[src/rtl/burst_col_pkg.sv]
package burst_col_pkg;

  localparam int LEN_CODE_W = 3;

  // strobes from control to datapath
  typedef struct packed {
    logic       load;
    logic       step;
    logic       interleave;
    logic       fullPage;
    logic [1:0] lenLog;
  } colCtrl_t;

  typedef struct packed {
    logic       fullPage;
    logic [1:0] lenLog;
    logic       reserved;
  } modeDec_t;

  function automatic modeDec_t decodeMode(input logic [LEN_CODE_W-1:0] code,
                                          input logic interleave,
                                          input logic forceSingle);
    modeDec_t d;
    d = '0;
    case (code)
      3'b000, 3'b001, 3'b010, 3'b011: d.lenLog = code[1:0];
      3'b111: begin
        if (interleave) d.reserved = 1'b1;
        else            d.fullPage = 1'b1;
      end
      default: d.reserved = 1'b1;
    endcase
    if (forceSingle) begin
      d.fullPage = 1'b0;
      d.lenLog   = 2'd0;
    end
    if (d.reserved) begin
      d.fullPage = 1'b0;
      d.lenLog   = 2'd0;
    end
    return d;
  endfunction

endpackage

[src/rtl/burst_col_ctrl.sv]
module burst_col_ctrl
  import burst_col_pkg::*;
#(
  parameter int COL_W = 9
) (
  input  logic                  clk,
  input  logic                  rstN,
  input  logic                  startStb,
  input  logic                  isWrite,
  input  logic [LEN_CODE_W-1:0] lenCode,
  input  logic                  burstType,
  input  logic                  singleWrite,
  input  logic                  stopCmd,
  input  logic                  advance,
  output colCtrl_t              ctrl,
  output logic                  active,
  output logic                  lastBeat,
  output logic                  done,
  output logic                  modeErr
);

  localparam logic [COL_W-1:0] ONE = {{(COL_W-1){1'b0}}, 1'b1};

  logic             activeQ, fullQ, interQ, errQ, doneQ;
  logic [1:0]       logQ;
  logic [COL_W-1:0] beatQ;
  logic [COL_W-1:0] lenLast;
  logic             finalBeat;
  modeDec_t         dec;

  always_comb begin
    dec       = decodeMode(lenCode, burstType, isWrite & singleWrite);
    lenLast   = (ONE << logQ) - ONE;
    finalBeat = activeQ & ~fullQ & (beatQ == lenLast);
  end

  always_ff @(posedge clk) begin
    if (!rstN) begin
      activeQ <= 1'b0;
      fullQ   <= 1'b0;
      interQ  <= 1'b0;
      errQ    <= 1'b0;
      doneQ   <= 1'b0;
      logQ    <= 2'd0;
      beatQ   <= '0;
    end else begin
      doneQ <= 1'b0;
      if (startStb) begin
        activeQ <= 1'b1;
        beatQ   <= '0;
        fullQ   <= dec.fullPage;
        logQ    <= dec.lenLog;
        interQ  <= burstType;
        errQ    <= dec.reserved;
      end else if (activeQ && stopCmd) begin
        activeQ <= 1'b0;
        doneQ   <= 1'b1;
      end else if (activeQ && advance) begin
        if (finalBeat) begin
          activeQ <= 1'b0;
          doneQ   <= 1'b1;
        end else begin
          beatQ <= beatQ + ONE;
        end
      end
    end
  end

  always_comb begin
    ctrl.load       = startStb;
    ctrl.step       = ~startStb & activeQ & ~stopCmd & advance & ~finalBeat;
    ctrl.interleave = interQ;
    ctrl.fullPage   = fullQ;
    ctrl.lenLog     = logQ;
    active          = activeQ;
    lastBeat        = finalBeat;
    done            = doneQ;
    modeErr         = errQ;
  end

endmodule

[src/rtl/burst_col_dp.sv]
module burst_col_dp
  import burst_col_pkg::*;
#(
  parameter int COL_W = 9
) (
  input  logic             clk,
  input  logic             rstN,
  input  colCtrl_t         ctrl,
  input  logic [COL_W-1:0] startCol,
  input  logic             active,
  output logic [COL_W-1:0] colAddr
);

  localparam logic [COL_W-1:0] ONE = {{(COL_W-1){1'b0}}, 1'b1};

  logic [COL_W-1:0] startQ, offsQ;
  logic [COL_W-1:0] mask, seqLow, intLow, lowSel;

  always_ff @(posedge clk) begin
    if (!rstN) begin
      startQ <= '0;
      offsQ  <= '0;
    end else if (ctrl.load) begin
      startQ <= startCol;
      offsQ  <= '0;
    end else if (ctrl.step) begin
      offsQ <= offsQ + ONE;
    end
  end

  always_comb begin
    mask   = ctrl.fullPage ? '1 : ((ONE << ctrl.lenLog) - ONE);
    seqLow = startQ + offsQ;
    intLow = startQ ^ offsQ;
    lowSel = ctrl.interleave ? intLow : seqLow;
  end

  // per-bit merge: masked bits follow the beat order, the rest keep the start
  for (genvar i = 0; i < COL_W; i++) begin : g_merge
    assign colAddr[i] = active & (mask[i] ? lowSel[i] : startQ[i]);
  end

endmodule

[src/rtl/burst_col_gen.sv]
module burst_col_gen
  import burst_col_pkg::*;
#(
  parameter int COL_W = 9
) (
  input  logic                  clk,
  input  logic                  rstN,
  input  logic                  startStb,
  input  logic [COL_W-1:0]      startCol,
  input  logic                  isWrite,
  input  logic [LEN_CODE_W-1:0] lenCode,
  input  logic                  burstType,
  input  logic                  singleWrite,
  input  logic                  stopCmd,
  input  logic                  advance,
  output logic [COL_W-1:0]      colAddr,
  output logic                  active,
  output logic                  lastBeat,
  output logic                  done,
  output logic                  modeErr
);

  colCtrl_t ctrl;

  burst_col_ctrl #(.COL_W(COL_W)) u_ctrl (
    .clk(clk), .rstN(rstN), .startStb(startStb), .isWrite(isWrite),
    .lenCode(lenCode), .burstType(burstType), .singleWrite(singleWrite),
    .stopCmd(stopCmd), .advance(advance), .ctrl(ctrl), .active(active),
    .lastBeat(lastBeat), .done(done), .modeErr(modeErr)
  );

  burst_col_dp #(.COL_W(COL_W)) u_dp (
    .clk(clk), .rstN(rstN), .ctrl(ctrl), .startCol(startCol),
    .active(active), .colAddr(colAddr)
  );

endmodule

[config.mk]
export PLATFORM = sky130hd
export DESIGN_NAME = burst_col_gen
export DESIGN_NICKNAME = d
export VERILOG_FILES = /design/src/rtl/burst_col_pkg.sv /design/src/rtl/burst_col_ctrl.sv /design/src/rtl/burst_col_dp.sv /design/src/rtl/burst_col_gen.sv
export SDC_FILE = /design/constraint.sdc
export NUM_CORES = 1
export LEC_CHECK = 0
export BUFFER_PORTS_ARGS = -buffer_cell sky130_fd_sc_hd__buf_2
export CORE_MARGIN = 3
export CORE_UTILIZATION = 35
export CTS_CLUSTER_SIZE = 25
export DETAILED_ROUTE_END_ITERATION = 12
export PLACE_DENSITY = 0.62
export SYNTH_ARGS = -nofsm -noshare
export SYNTH_HDL_FRONTEND = slang
export SYNTH_SLANG_ARGS = --single-unit
[constraint.sdc]
create_clock -name clk -period 2.4 [get_ports clk]
set_clock_uncertainty 0.15 [all_clocks]
set_input_delay 0.36 -clock clk [delete_from_list [all_inputs] [get_ports clk]]
set_output_delay 0.36 -clock clk [all_outputs]
set_load 0.02 [all_outputs]
==> Word level (Yosys, flattened, before mapping) <==
Cells that the tools add are included.
{ "op_classes": {"n_addsub": 4, "n_eq_ne": 5, "shifts": 1, "n_mux": 25, "bitwise": 23, "n_reduce_logical": 9} }
{ "ops": {"columns": ["cell", "n"], "rows": [
  ["1-bit 2-to-1 mux", 19],
  ["9-bit by 1-bit adder with 9-bit output (second input constant)", 2],
  ["9-bit 2-to-1 mux", 2],
  ["1-bit AND", 16],
  ["9-bit adder", 1],
  ["9-bit == test", 1],
  ["1-bit by 2-bit left shift with 9-bit output (first input constant)", 1],
  ["9-bit by 1-bit subtractor with 9-bit output (second input constant)", 1],
  ["9-bit XOR", 1],
  ["3-bit by 2-bit == test with 1-bit output (second input constant)", 2],
  ["3-bit 2-to-1 mux", 2],
  ["1-bit inverter", 6],
  ["3-bit nonzero test", 2],
  ["4-bit OR reduction", 1],
  ["3-bit by 1-bit == test with 1-bit output (second input constant)", 1],
  ["3-bit == test (second input constant)", 1],
  ["3-bit zero test", 1],
  ["3-bit AND reduction", 1],
  ["1-bit logical AND", 2],
  ["2-bit 2-to-1 mux", 1],
  ["1-bit one-hot mux with 2 select lines", 1],
  ["2-bit AND reduction", 1],
  ["2-bit OR reduction", 1]
]} }
{ "word_totals": {"ff_bits": 34, "in_bits": 20, "output_inout_bits": 13, "word_cells": 76} }

==> Longest topological paths before layout <==
{ "depth": {"depth_word": 8, "mapped_depth": 11, "depth_no_buf": 9} }

==> By module <==
A second synthesis with hierarchy kept.
{ "hier_totals": {"hier_cells": 260, "area_unflattened_um2": 2162.1} }
{ "by_module_without_submodules": {"columns": ["mod", "n_inst", "cells_each", "area_per_inst_um2", "seq_area_each_um2"], "rows": [
  ["burst_col_dp", 1, 151, 1246.2, 360.3],
  ["burst_col_ctrl", 1, 109, 915.9, 320.3]
]} }

==> Least setup slack after synthesis <==
No wires, ideal clock.
{ "synth_timing": {"path_type": "register to output", "from": "register u_dp.offsQ[0]", "to": "output colAddr[6]", "arrival_ns": 2.063, "required_time_ns": 1.890, "setup_slack_ns": -0.173, "stages_incl_launch_ff": 9, "path_buffers": 0, "path_cell_list": "dfxtp_1 ha_1 inv_1 fa_1 nor2b_1 o2111ai_1 a21oi_1 xnor2_1 a211oi_1"} }
{ "synth_via": {"elab_chain_cells": 4} }
{ "synth_lines": {"columns": ["element", "line", "text"], "rows": [
  ["start: declaration", "burst_col_dp.sv:16", "logic [COL_W-1:0] startQ, offsQ;"],
  ["start signal: assignment", "burst_col_dp.sv:27", "offsQ <= offsQ + ONE;"],
  ["9-bit adder", "burst_col_dp.sv:33", "seqLow = startQ + offsQ;"],
  ["9-bit 2-to-1 mux", "burst_col_dp.sv:35", "lowSel = ctrl.interleave ? intLow : seqLow;"],
  ["1-bit 2-to-1 mux", "burst_col_dp.sv:40", "assign colAddr[i] = active & (mask[i] ? lowSel[i] : startQ[i]);"],
  ["1-bit AND", "burst_col_dp.sv:40", null],
  ["end: declaration", "burst_col_gen.sv:16", "output logic [COL_W-1:0] colAddr,"]
]} }
Every way passes these cells.

==> Worst setup path in the final report <==
{ "layout_timing": {"from": "register u_dp.offsQ[1]", "to": "output colAddr[7]"} }
Same word-level chain as after synthesis.

==> metrics.yaml <==
global_route:
  grt_max_degree: 17
  antenna_found_initial: 0
  grt_pass1_wl_um: 9030
  grt_use_total_pct: 15.8
  grt_pass1_vias: 1818
  grt-ovfl-total: 0
hold_path:
  hp-class: "in -> reg"
  hold_path_depth: 2
worst_setup_path:
  reg2regPathDepth: 8
  endpoint: "colAddr[7]"
  r2r_end: "u_ctrl.beatQ[5]"
  max_stage_delay_ps: 460
  r2r_start: "u_ctrl.fullQ"
  slowest_stage: "or4b_4"
  start_kind: "flip-flop"
  worst-endpoint-required_ps: 1890
  cp-startpoint: "u_dp.offsQ[1]"
  path_depth: 8
  crit_arrival_ps: 2230
  cp_max_fo: 3
  crit_buf_inv: 1
  rrSetupSlack_ps: 80
  critPathKind: "reg -> out"
  cp_cell_sequence: "ha_4 -> a21o_1 -> a21oi_1 -> or3_1 -> o21ai_2 -> or4b_4 -> o211ai_1 -> buf_4"
  cp_top_family: "simple AND/OR/NAND/NOR gates"
  cp-end-kind: "output port"
floorplan:
  die-area_um2: 6990
  core_area_um2: 5680
  fp-row-count: 27
  dieWidth_um: 83.6
  die_h_um: 83.6
  start_util_pct: 37.2
  ios: 33
sta:
  fmax_ghz: 0.366
  slew_headroom_pct: 72.9
  finalMaxSlewViolations: 0
  rsz0062_at_grt: "yes"
  whs_ps: 148
  min_period_ps: 2740
  setup_ws_ps: -335
  setup_violations: 7
  hold_violations: 0
  worst_slew_pin_slew_ps: 403
  fin_crit_sh_pct: 114
logic_synthesis:
  ys_seq_elements: 34
  yosysWarnings: 0
  ys_seq_area_share_pct: 32.3
  synth_edf_count: 0
  syn_nets: 271
  yosysUniqueCellTypes: 47
  yosysTopAreaCell: "dfxtp_1"
  synthTopCellsByArea: "dfxtp_1, mux2i_1, ha_1, nor2b_1, xor2_1"
  synthDominantCellAreaShare_pct: 32.3
  netlist_area_um2: 2110
  ys.flop_type: "dfxtp_1"
  async_flop_share_pct: 0
  syn_area_per_cell_um2: 8.83
  syn_inst: 239
power_and_ir_drop:
  internal_power_w: 0.00100
  switchingPower_w: 0.000322
  p_per_area_nw_per_um2: 453
  seqPwrFrac_pct: 44.6
  leakagePower_nw: 1.26
  switching_share_pct: 24.3
  vdd_drop_max_mv: 0.272
  combPwrFrac_pct: 13.9
  clkPwrFrac_pct: 41.5
clock_tree:
  ctsLongestPathBuffers: 2
  clk_pin_slew_worst_paths_ps: 80
  tritoncts: "yes"
  hold_buffers: 0
  cts_buffers: 5
  clk_latency_ps: 290
  htreeDepth: 2
  cts_sinks: 34
  root_buffer: "clkbuf_8"
routing:
  drcViolationCount: 0
  wl_met2_um: 2800
  finalWirelength_um: 5480
  highest_layer: "met4"
  viasPerCell: 5.08
  ant_nets: 0
  route.met3.wl_um: 200
  drt-wirelength-per-cell_um: 14.5
  drt_iter0_drc: 47
  drtPass1Iterations: 4
  num_vias: 1916
  wl_met1_um: 2470
placement:
  dp.cells: 361
  gp_congestion: 0.876
  io_buffers: 32
  dp_slack_ps: -111
  dp_hpwl_um: 4060
final_layout:
  multi_input_area_um2: 1500
  nets: 337
  fin_cells: 377
  drive_gt1_share_pct: 40.0
  n_antenna_cell: 0
  fillCellCount: 542
  area_growth_pct: 38.3
  regArea_um2: 693
run_status:
  status: "complete, but fails checks"
  violations: "negative setup slack"
run:
  max_cap_violations: 0
[cell families after synthesis]
| group | synth area share (%) |
|---|---|
| xor gates and xnor gates | 7.89 |
| and+or+nand+nor | 25.4 |
| muxes | 7.12 |
| AOI/OAI and AO/OA | 15.1 |
| DFF | 32.3 |
| buffers and inverters | 4.74 |
| adders and majority gates | 7.47 |
[Yosys cell counts (3+ instances only)]
| master | instances |
|---|---|
| xnor2_1 | 8 |
| a211oi_1 | 5 |
| and3_1 | 5 |
| o21ai_0 | 7 |
| clkbuf_1 | 6 |
| nand2_2 | 3 |
| nor2_1 | 25 |
| nand2b_1 | 5 |
| mux2i_1 | 15 |
| dfxtp_1 | 34 |
| o31ai_1 | 4 |
| a21oi_1 | 9 |
| a21o_1 | 4 |
| nor2b_1 | 16 |
| xor2_1 | 11 |
| inv_1 | 10 |
| ha_1 | 11 |
| and2_1 | 3 |
| nand4_1 | 5 |
| nand3_1 | 7 |
| nand2_1 | 8 |
[worst reg2reg max path, stage by stage, from the launching register on]
cell,delay (ps)
dfxtp_2,330
or4_4,540
a2111oi_4,370
a31oi_4,190
buf_4,180
buf_12,140
nand4_1,100
xor2_1,160
nor2_1,50
[layer usage]
| metal | global-route usage, % | vias to the layer above |
|---|---|---|
| li1 | - | 973 |
| met1 | 20.2 | 908 |
| met2 | 27.3 | 32 |
| met3 | 3.55 | 3 |
| met4 | 2.63 | 0 |
| met5 | 0 | - |
[area by class of cell]
type                       instances  share of cell area, %
clock buffer                       6                   2.83
clock inverter                     1                   1.03
inverter                          11                   1.42
multi-input combinational        183                   51.4
sequential                        34                   23.8
tap                               72                   3.09
timing repair buffer              70                   16.5
[cell usage in the layout, fill, tap and decap left out, types with 3 or more instances in the layout]
master    instances
a211oi_1          3
a21o_1            4
a21oi_1           5
a21oi_2           4
and2_1            3
and3_1            4
buf_2            26
buf_4            41
clkbuf_8          6
dfxtp_1          26
dfxtp_2           7
ha_1              7
ha_4              4
inv_1             9
mux2i_1          14
nand2_1           8
nand2_2           3
nand2b_1          5
nand3_1           7
nand4_1           5
nor2_1           25
nor2b_1          15
o21ai_0           4
o21ai_1           3
xnor2_1           6
xor2_1           11
[power groups by stage]
stage	clock, W	sequential (W)	combinational (W)
floorplan	0	0.000603	0.0000977
global placement	0	0.000604	0.000166
detailed placement	0	0.000604	0.000167
CTS	0.000561	0.000590	0.000177
global route	0.000591	0.000592	0.000199
finish	0.000549	0.000590	0.000183
[worst min-delay path by stage]
stage	slack, ps	from	endpoint
6_report	150	lenCode[0]	u_ctrl.logQ[0]
2_1_floorplan	300	u_ctrl.beatQ[7]	u_ctrl.beatQ[7]
3_5_place_dp	330	u_ctrl.beatQ[7]	u_ctrl.beatQ[7]
4_1_cts	140	lenCode[1]	u_ctrl.logQ[1]
3_3_place_gp	320	u_ctrl.beatQ[7]	u_ctrl.beatQ[7]
5_1_grt	140	lenCode[1]	u_ctrl.logQ[1]
[stage by stage]
stage / instance area (µm²) / setup TNS (ps) / power, W / utilization (%)
6_report: 2920 / -1260 / 0.00132 / 51.4
5_1_grt: 2920 / -2090 / 0.00138 / 51.4
2_1_floorplan: 2180 / 0 / 0.000701 / -
4_1_cts: 2850 / -1270 / 0.00133 / 50.3
3_5_place_dp: 2600 / -255 / 0.000771 / 45.8
3_3_place_gp: 2600 / -201 / 0.000769 / 45.8
[flip-flops by register name, summed over array words and instances, names as in the netlist]
name and count:
u_ctrl.beatQ 9, u_dp.offsQ 9, u_dp.startQ 9, u_ctrl.logQ 2, u_ctrl.active 1, u_ctrl.done 1, u_ctrl.fullQ 1, u_ctrl.interQ 1
u_ctrl.modeErr 1
[repair_timing]
action                                  4_1_cts  5_1_grt
resized for setup                            25       10
buffers inserted                              6        3
pin swaps                                    20        8
endpoints found under the setup margin        9       12
(Power assumes the default switching activity.)
